File: src/rtl/bmem_pkg.sv
package bmem_pkg;
  typedef enum logic {
    MODE_ASYNC   = 1'b0,
    MODE_CLOCKED = 1'b1
  } acc_mode_e;
endpackage

File: src/rtl/bmem_burst_ctr.sv
module bmem_burst_ctr #(
  parameter int AW = 6,
  parameter int OW = 2
) (
  input  logic          clk,
  input  logic          rst_n,
  input  logic          load_en,
  input  logic          adv_en,
  input  logic [AW-1:0] addr_in,
  input  logic          wr_sel,
  output logic [AW-1:0] cur_addr,
  output logic          is_write
);
  logic [AW-1:0] addr_q, addr_d, addr_step;
  logic          isw_q, isw_d;

  // wrap variant chosen by the burst group width
  generate
    if (OW == 0) begin : g_nowrap
      assign addr_step = addr_q;
    end else if (OW >= AW) begin : g_fullwrap
      localparam logic [AW-1:0] ONE_A = 1;
      assign addr_step = addr_q + ONE_A;
    end else begin : g_groupwrap
      localparam logic [OW-1:0] ONE_O = 1;
      logic [OW-1:0] low_inc;
      assign low_inc   = addr_q[OW-1:0] + ONE_O;
      assign addr_step = {addr_q[AW-1:OW], low_inc};
    end
  endgenerate

  always_comb begin
    addr_d = addr_q;
    isw_d  = isw_q;
    if (load_en) begin
      addr_d = addr_in;
      isw_d  = ~wr_sel;
    end else if (adv_en) begin
      addr_d = addr_step;
    end
  end

  always_ff @(posedge clk or negedge rst_n) begin
    if (!rst_n) begin
      addr_q <= '0;
      isw_q  <= 1'b0;
    end else if (load_en || adv_en) begin
      addr_q <= addr_d;
      isw_q  <= isw_d;
    end
  end

  assign cur_addr = addr_q;
  assign is_write = isw_q;
endmodule

File: src/rtl/bmem_out_ctl.sv
module bmem_out_ctl (
  input  logic clk,
  input  logic rst_n,
  input  logic mode_sync,
  input  logic ce_n,
  input  logic oe_n,
  input  logic od_n,
  input  logic we_n,
  input  logic ld_n,
  output logic drive_en,
  output logic wr_strobe,
  output logic rd_restart
);
  logic drv_q, drv_d;
  logic ld_q, ld_d;

  always_comb begin
    drv_d = ~ce_n & ~oe_n & od_n;
    ld_d  = ld_n;
  end

  always_ff @(posedge clk or negedge rst_n) begin
    if (!rst_n) begin
      drv_q <= 1'b0;
      ld_q  <= 1'b1;
    end else begin
      drv_q <= drv_d;
      ld_q  <= ld_d;
    end
  end

  always_comb begin
    drive_en   = rst_n & ~ce_n & (mode_sync ? drv_q : (~oe_n & od_n));
    wr_strobe  = rst_n & ~ce_n & ~we_n;
    rd_restart = rst_n & ~mode_sync & ~ce_n & we_n & ld_q & ~ld_n;
  end
endmodule

File: src/rtl/bmem_array.sv
module bmem_array #(
  parameter int DW    = 32,
  parameter int DEPTH = 64,
  parameter int AW    = 6
) (
  input  logic          clk,
  input  logic          wen,
  input  logic [AW-1:0] addr,
  input  logic [DW-1:0] wdata,
  output logic [DW-1:0] rdata
);
  logic [DW-1:0] mem [DEPTH];

  always_ff @(posedge clk) begin
    if (wen) mem[addr] <= wdata;
  end

  assign rdata = mem[addr];
endmodule

File: src/rtl/bmem_port_ctrl.sv
module bmem_port_ctrl
  import bmem_pkg::*;
#(
  parameter int DW        = 32,
  parameter int DEPTH     = 64,
  parameter int BURST_LEN = 4,
  localparam int AW       = $clog2(DEPTH),
  localparam int OW       = $clog2(BURST_LEN)
) (
  input  logic          clk,
  input  logic          rst_n,
  input  logic          ce_n,
  input  logic          oe_n,
  input  logic          od_n,
  input  logic          we_n,
  input  logic          ld_n,
  input  logic          wr_sel,
  input  logic          adv_n,
  input  logic          cfg_wr,
  input  logic          cfg_sync,
  input  logic [AW-1:0] addr_in,
  input  logic [DW-1:0] din,
  output logic [DW-1:0] dout,
  output logic          drive_en,
  output logic          wr_strobe,
  output logic          rd_restart,
  output logic          sync_mode,
  output logic [AW-1:0] burst_addr,
  output logic          addr_is_write
);
  acc_mode_e     mode_q, mode_d;
  logic          is_sync, load_en, adv_en;
  logic [AW-1:0] acc_addr;
  logic [DW-1:0] rdata;

  always_comb begin
    mode_d = cfg_wr ? acc_mode_e'(cfg_sync) : mode_q;
  end

  always_ff @(posedge clk or negedge rst_n) begin
    if (!rst_n)      mode_q <= MODE_ASYNC;
    else if (cfg_wr) mode_q <= mode_d;
  end

  always_comb begin
    is_sync  = (mode_q == MODE_CLOCKED);
    load_en  = is_sync & ~ce_n & ~ld_n;
    adv_en   = is_sync & ~ce_n & ~adv_n;
    acc_addr = is_sync ? burst_addr : addr_in;
  end

  bmem_burst_ctr #(.AW(AW), .OW(OW)) u_ctr (
    .clk      (clk),
    .rst_n    (rst_n),
    .load_en  (load_en),
    .adv_en   (adv_en),
    .addr_in  (addr_in),
    .wr_sel   (wr_sel),
    .cur_addr (burst_addr),
    .is_write (addr_is_write)
  );

  bmem_out_ctl u_out (
    .clk        (clk),
    .rst_n      (rst_n),
    .mode_sync  (is_sync),
    .ce_n       (ce_n),
    .oe_n       (oe_n),
    .od_n       (od_n),
    .we_n       (we_n),
    .ld_n       (ld_n),
    .drive_en   (drive_en),
    .wr_strobe  (wr_strobe),
    .rd_restart (rd_restart)
  );

  bmem_array #(.DW(DW), .DEPTH(DEPTH), .AW(AW)) u_mem (
    .clk   (clk),
    .wen   (wr_strobe),
    .addr  (acc_addr),
    .wdata (din),
    .rdata (rdata)
  );

  assign dout      = drive_en ? rdata : '0;
  assign sync_mode = is_sync;
endmodule

File: config.mk
export PLATFORM = sky130hd
export DESIGN_NAME = bmem_port_ctrl
export DESIGN_NICKNAME = d
export VERILOG_FILES = /design/src/rtl/bmem_pkg.sv /design/src/rtl/bmem_burst_ctr.sv /design/src/rtl/bmem_out_ctl.sv /design/src/rtl/bmem_array.sv /design/src/rtl/bmem_port_ctrl.sv
export SDC_FILE = /design/constraint.sdc
export NUM_CORES = 2
export LEC_CHECK = 0
export BUFFER_PORTS_ARGS = -buffer_cell sky130_fd_sc_hd__buf_2
export CORE_ASPECT_RATIO = 0.7
export CORE_UTILIZATION = 45
export CTS_CLUSTER_DIAMETER = 120
export DETAILED_ROUTE_END_ITERATION = 6
export GPL_ROUTABILITY_DRIVEN = 0
export PLACE_DENSITY = 0.61
export SETUP_SLACK_MARGIN = 0.05
export SLEW_MARGIN = 20
export SYNTH_ARGS = -nofsm -noshare
export SYNTH_HDL_FRONTEND = slang
export SYNTH_SLANG_ARGS = --single-unit
File: constraint.sdc
create_clock -name clk -period 7.3 [get_ports clk]
set_clock_uncertainty 0.1 [all_clocks]
set_input_delay 0.365 -clock clk [delete_from_list [all_inputs] [get_ports clk]]
set_output_delay 0.365 -clock clk [all_outputs]
set_load 0.02 [all_outputs]
# Yosys cells after proc, flatten, opt, wreduce, memory -nomap -nowiden
# Memories as Yosys holds them, arrays and structs flattened.
# Index checks and enable logic that the tools add are counted.
# op_classes
addsub	1
n_mul	0
n_div	0
n_lt_le_gt_ge	0
n_eq_ne	0
shift	0
muxes	7
n_bitwise	21
reduce_logical	4
# op_table
op	n
$mux W32	1
$and A1 B1 Y1	14
$mux W6	2
$not A1 Y1	7
$reduce_and A2 Y1	2
$mux W1	3
$add A2 B1 Y2 const B	1
$mux W2	1
$reduce_bool A2 Y1	1
$logic_or A1 B1 Y1	1
# word_totals
register_bits	10
latch_bits	0
ram_bits	2048
romBits	0
inputBits	49
output_inout_bits	43
word_cells	40
n_memories	1
# memory_table
memory	depth	word_bits	rd	rd_clocked_by_memory_dff	wr	line	source
u_mem.mem	64	32	1	0	1	bmem_array.sv:12	logic [DW-1:0] mem [DEPTH];

# Logic depth before layout (Yosys ltp)
# logic_depth
ltp_word	6
depth_mapped	12
ltp_nobuf	7

# By module
# A second synthesis with hierarchy kept.
# unflattened
hier_cells	4284
hier_area_um2	79059.6
# modules_own_cells
module	instances	cells_each	area_per_inst_um2	seq_area_each_um2
bmem_array	1	4207	78287.6	61499.0
bmem_port_ctrl	1	46	367.9	25.0
bmem_burst_ctr	1	21	307.8	175.2
bmem_out_ctl	1	10	96.3	51.3

# Least setup slack after synthesis
# Ideal clock, no wire load.
# synth_timing
path_kind	flip-flop to flip-flop
from	register mode_q, in the netlist sync_mode
to	memory u_mem.mem[10][0] (enable)
setup_time_ns	0.421
arrival_ns	3.606
required_ns	6.779
setup_slack_ns	3.173
path_stages_with_launch	10
n_path_buf	5
synth_period_minus_slack_ns	4.127
cell_sequence	dfrtp_1 or4b_2 buf_2 and2_1 clkbuf_1 buf_2 buf_2 nand2b_1 clkbuf_1 nor2_1
# synth_via
elab_chain_cells	1
# synth_rtl
item	line	source
start: declaration	bmem_port_ctrl.sv:31	acc_mode_e mode_q, mode_d;
start signal: assignment	bmem_port_ctrl.sv:42	else if (cfg_wr) mode_q <= mode_d;
$mux W6	bmem_port_ctrl.sv:49	acc_addr = is_sync ? burst_addr : addr_in;
end: declaration	bmem_array.sv:12	
# No other way between the ends.

# Worst setup path in the final report
# layout_timing
from	register mode_q, in the netlist sync_mode
to	output port dout[13]
# layout_via
elab_chain_cells	3
word_cells_on_any_way	5
cone_classes	3 x mux; 1 x bitwise; 1 x memory
# layout_rtl
item	line	source
$mux W6 or $mux W1 (tied branches)	bmem_port_ctrl.sv:49, bmem_out_ctl.sv:33	
$mem_v2 Z64 W32 or $and A1 B1 Y1 (tied branches)	--	
$mux W32 *	bmem_port_ctrl.sv:85	assign dout = drive_en ? rdata : '0;
end: declaration	bmem_port_ctrl.sv:23	output logic [DW-1:0] dout,
# Mark *: on every way between the ends. The rest lies on a longest branch, timed or not.

==> metrics.md <==
| Metric | Value |
|---|---|
| Status | `finished with violations` |
| Failing checks | `hold timing` |
| Post-CTS Repair Setup Buffers | `0` |
| Hpwl dp | `168 mm` |
| # clock sinks | `2058` |
| First-pass GRT wire length | `407 mm` |
| Final Util | `0.519` |
| Uppermost layer routed | `met5` |
| Switching Share | `0.263` |
| CP max FO | `55` |
| Clock transition at the registers of the reported paths | `0.06 ns` |
| Clk pwr share | `0.369` |
| Crit path kind | `reg2out` |
| Max H-tree Level | `4` |
| Metal2 WL | `123 mm` |
| Yosys cell types | `69` |
| Crit-path leading delay family | `simple AND/OR/NAND/NOR gates` |
| DRT iter0 DRCs | `11000` |
| CP arrival | `6.27 ns` |
| Cells after synthesis | `4814` |
| Synth async-reset ratio | `0.00486` |
| Syn_nets | `4863` |
| Worst path buffer plus inverter count | `3` |
| Setup TNS | `0 ns` |
| DR pass1 iterations | `7` |
| CTS max path bufs | `3` |
| Fill cell count | `13800` |
| Crit-path max cell delay | `1.04 ns` |
| Avg Cell Area, Syn | `16.0 µm²` |
| Sequential share of power | `0.510` |
| Combinational Power Share | `0.121` |
| CP max stage cell | `o41ai_1` |
| M1 WL | `113 mm` |
| Final WS setup | `0.565 ns` |
| Layout cell share with drive strength beyond 1 | `0.136` |
| Placed inst area | `81600 µm²` |
| Nets | `5042` |
| Fin area | `87800 µm²` |
| Core footprint | `169000 µm²` |
| Post-Syn Area | `77100 µm²` |
| Power density cells | `292 nW/µm²` |
| Post-synthesis sequential area ratio | `0.801` |
| Most frequent cells in the layout | `edfxtp_1 (2048), a21oi_1 (633), o22ai_1 (439)` |
| Place WS | `1.74 ns` |
| Post-synth EDFFs | `2048` |
| Met3 WL | `54.5 mm` |
| Worst-skew pair later-pin latency | `0.83 ns` |
| Final hold slack | `-0.0132 ns` |
| Pint | `0.0189 W` |
| Min Tclk post-route | `6.74 ns` |
| FMAX | `0.148 GHz` |
| Pins Over Slew Limit | `0` |
| Io pins | `92` |
| Routed Antenna Nets | `0` |
| Row count | `126` |
| Most common flop cell mapped by yosys | `edfxtp_1` |
| Layout Area Growth over Synthesis | `13.9%` |
| Die area | `173000 µm²` |
| Max-cap violations | `0` |
| Via Count | `52700` |
| DRC violations left | `0` |
| RSZ-0062 raised after global routing | `false` |
| Number of CTS-inserted buffers | `182` |
| Worst hold path type | `in2reg` |
| Final Hold Viols | `24` |
| Root buffer cell | `clkbuf_16` |
| Total Wirelength | `304 mm` |
| P_leak | `28.0 nW` |
| Commonest non-fill, non-tap cell in the layout | `edfxtp_1` |
| Least-Margin Pin Slew | `1.28 ns` |
| Initial antenna violation count | `19` |
| Tot Pwr | `0.0256 W` |
| Period utilization | `0.923` |
| Slew headroom | `0.141` |
| CTS Hold Buffers Added | `19` |
| All-layer global routing usage | `0.344` |
| Post-CTS sizing | `0` |
| Gr ovfl total | `0` |
| Sw Pwr | `0.00674 W` |
| Port Buffers | `91` |
| Critical Path RT | `6.84 ns` |
| Setup crit end kind | `output port` |
| Worst vdd ir | `0.203 mV` |
| Die Y | `348 µm` |
| DR vias/cell | `7.12` |
| Startpoint types | `flop` |
| Initial Util | `0.456` |
| Largest net degree at the start of global routing | `88` |
| Wire length per cell | `41.0 µm` |
| Vias in the first global route | `47400` |
| Synthesized flop and latch total | `2058` |
| CTS tree | `built` |
| Die Span X | `497 µm` |
| Setup-failing EPs final | `0` |
| Ys Warns | `0` |
| CP cell instances | `buf_4 -> nand4bb_4 -> and2_4 -> buf_12 -> nor2_1 -> o41ai_1 -> nand4_1 -> a2111oi_1 -> buf_2` |
[per-layer routing]
| layer | vias to the layer above | GRT usage |
|---|---|---|
| li1 | 19800 | - |
| met1 | 26600 | 0.495 |
| met2 | 5427 | 0.467 |
| met3 | 853 | 0.134 |
| met4 | 16 | 0.132 |
| met5 | - | 0 |
[flip-flops by register name (all words and copies together), names as in the netlist]
register        flops
u_ctr.is_write      1
sync_mode           1
u_out.ld_q          1
u_out.drv_q         1
u_mem.mem        2048
u_ctr.cur_addr      6
[metrics by stage]
| stage | hold slack, ns | cells |
|---|---|---|
| final | -0.0132 | 7400 |
| after global routing | 0.00400 | 7381 |
| after CTS | 0.0669 | 7364 |
| after detailed placement | 0.148 | 7013 |
| after global placement | 0.144 | 7008 |
| after floorplan | -0.0306 | 4814 |
[cells by family after synthesis]
logic type,Yosys count,synth area share
mux,23,0.00318
simple gates,958,0.0620
flops,2058,0.801
buf+inv,356,0.0203
compound gates,1419,0.114
[worst paths after layout]
check                             startpoint                 to  slack (ns)  cells past startpoint
max reg2reg                        sync_mode  u_mem.mem[29][29]        1.94                      7
max                                sync_mode           dout[13]        0.56                      9
min                                  din[10]  u_mem.mem[56][10]       -0.01                      1
max in group asynchronous              rst_n          sync_mode        5.67                      4
min reg2reg                u_ctr.cur_addr[5]  u_ctr.cur_addr[5]        0.46                      1
min in group asynchronous              rst_n         u_out.ld_q        0.53                      3
[synth_stat cells, types with 18 or more instances]
library cell,n,area share
o21ai_0,26,0.0017
or4_1,137,0.013
nor4_1,88,0.0071
clkbuf_1,153,0.0074
buf_2,142,0.0092
nor3_1,50,0.0032
nor2_1,437,0.021
a21oi_1,633,0.041
a21o_1,58,0.0056
o41ai_1,73,0.0083
a311o_1,18,0.0023
o221ai_1,49,0.0056
and3_1,28,0.0023
o31ai_1,27,0.0026
o22ai_1,439,0.036
nand2_1,138,0.0067
buf_1,46,0.0022
edfxtp_1,2048,0.80
[final cells by class]
cell class | count | area [µm²] | area share
inverters | 5 | 18.8 | 0.000214
multi-input cells | 2400 | 14600 | 0.166
clock inverters | 103 | 746 | 0.00849
flip-flops and latches | 2058 | 61800 | 0.703
well taps | 2240 | 2800 | 0.0319
clock buffers | 229 | 4900 | 0.0558
diodes | 19 | 47.5 | 0.000541
repair buffers | 346 | 2970 | 0.0338
[power groups by stage]
stage / clock (W) / sequential, W / combinational (W)
floorplan: 0 / 0.0133 / 0.00140
global placement: 0 / 0.0133 / 0.00287
detailed placement: 0 / 0.0133 / 0.00289
CTS: 0.00940 / 0.0131 / 0.00291
global route: 0.00987 / 0.0131 / 0.00310
finish: 0.00946 / 0.0131 / 0.00309
[worst reg2reg max path, cell delays in order, from the launching register on]
cell      delay, ns
dfrtp_2        0.60
buf_4          0.48
nand4b_4       0.60
and2_4         0.64
buf_12         0.44
nand2b_1       0.59
nor2_4         0.86
buf_4          0.66
(Power assumes the default switching activity.)
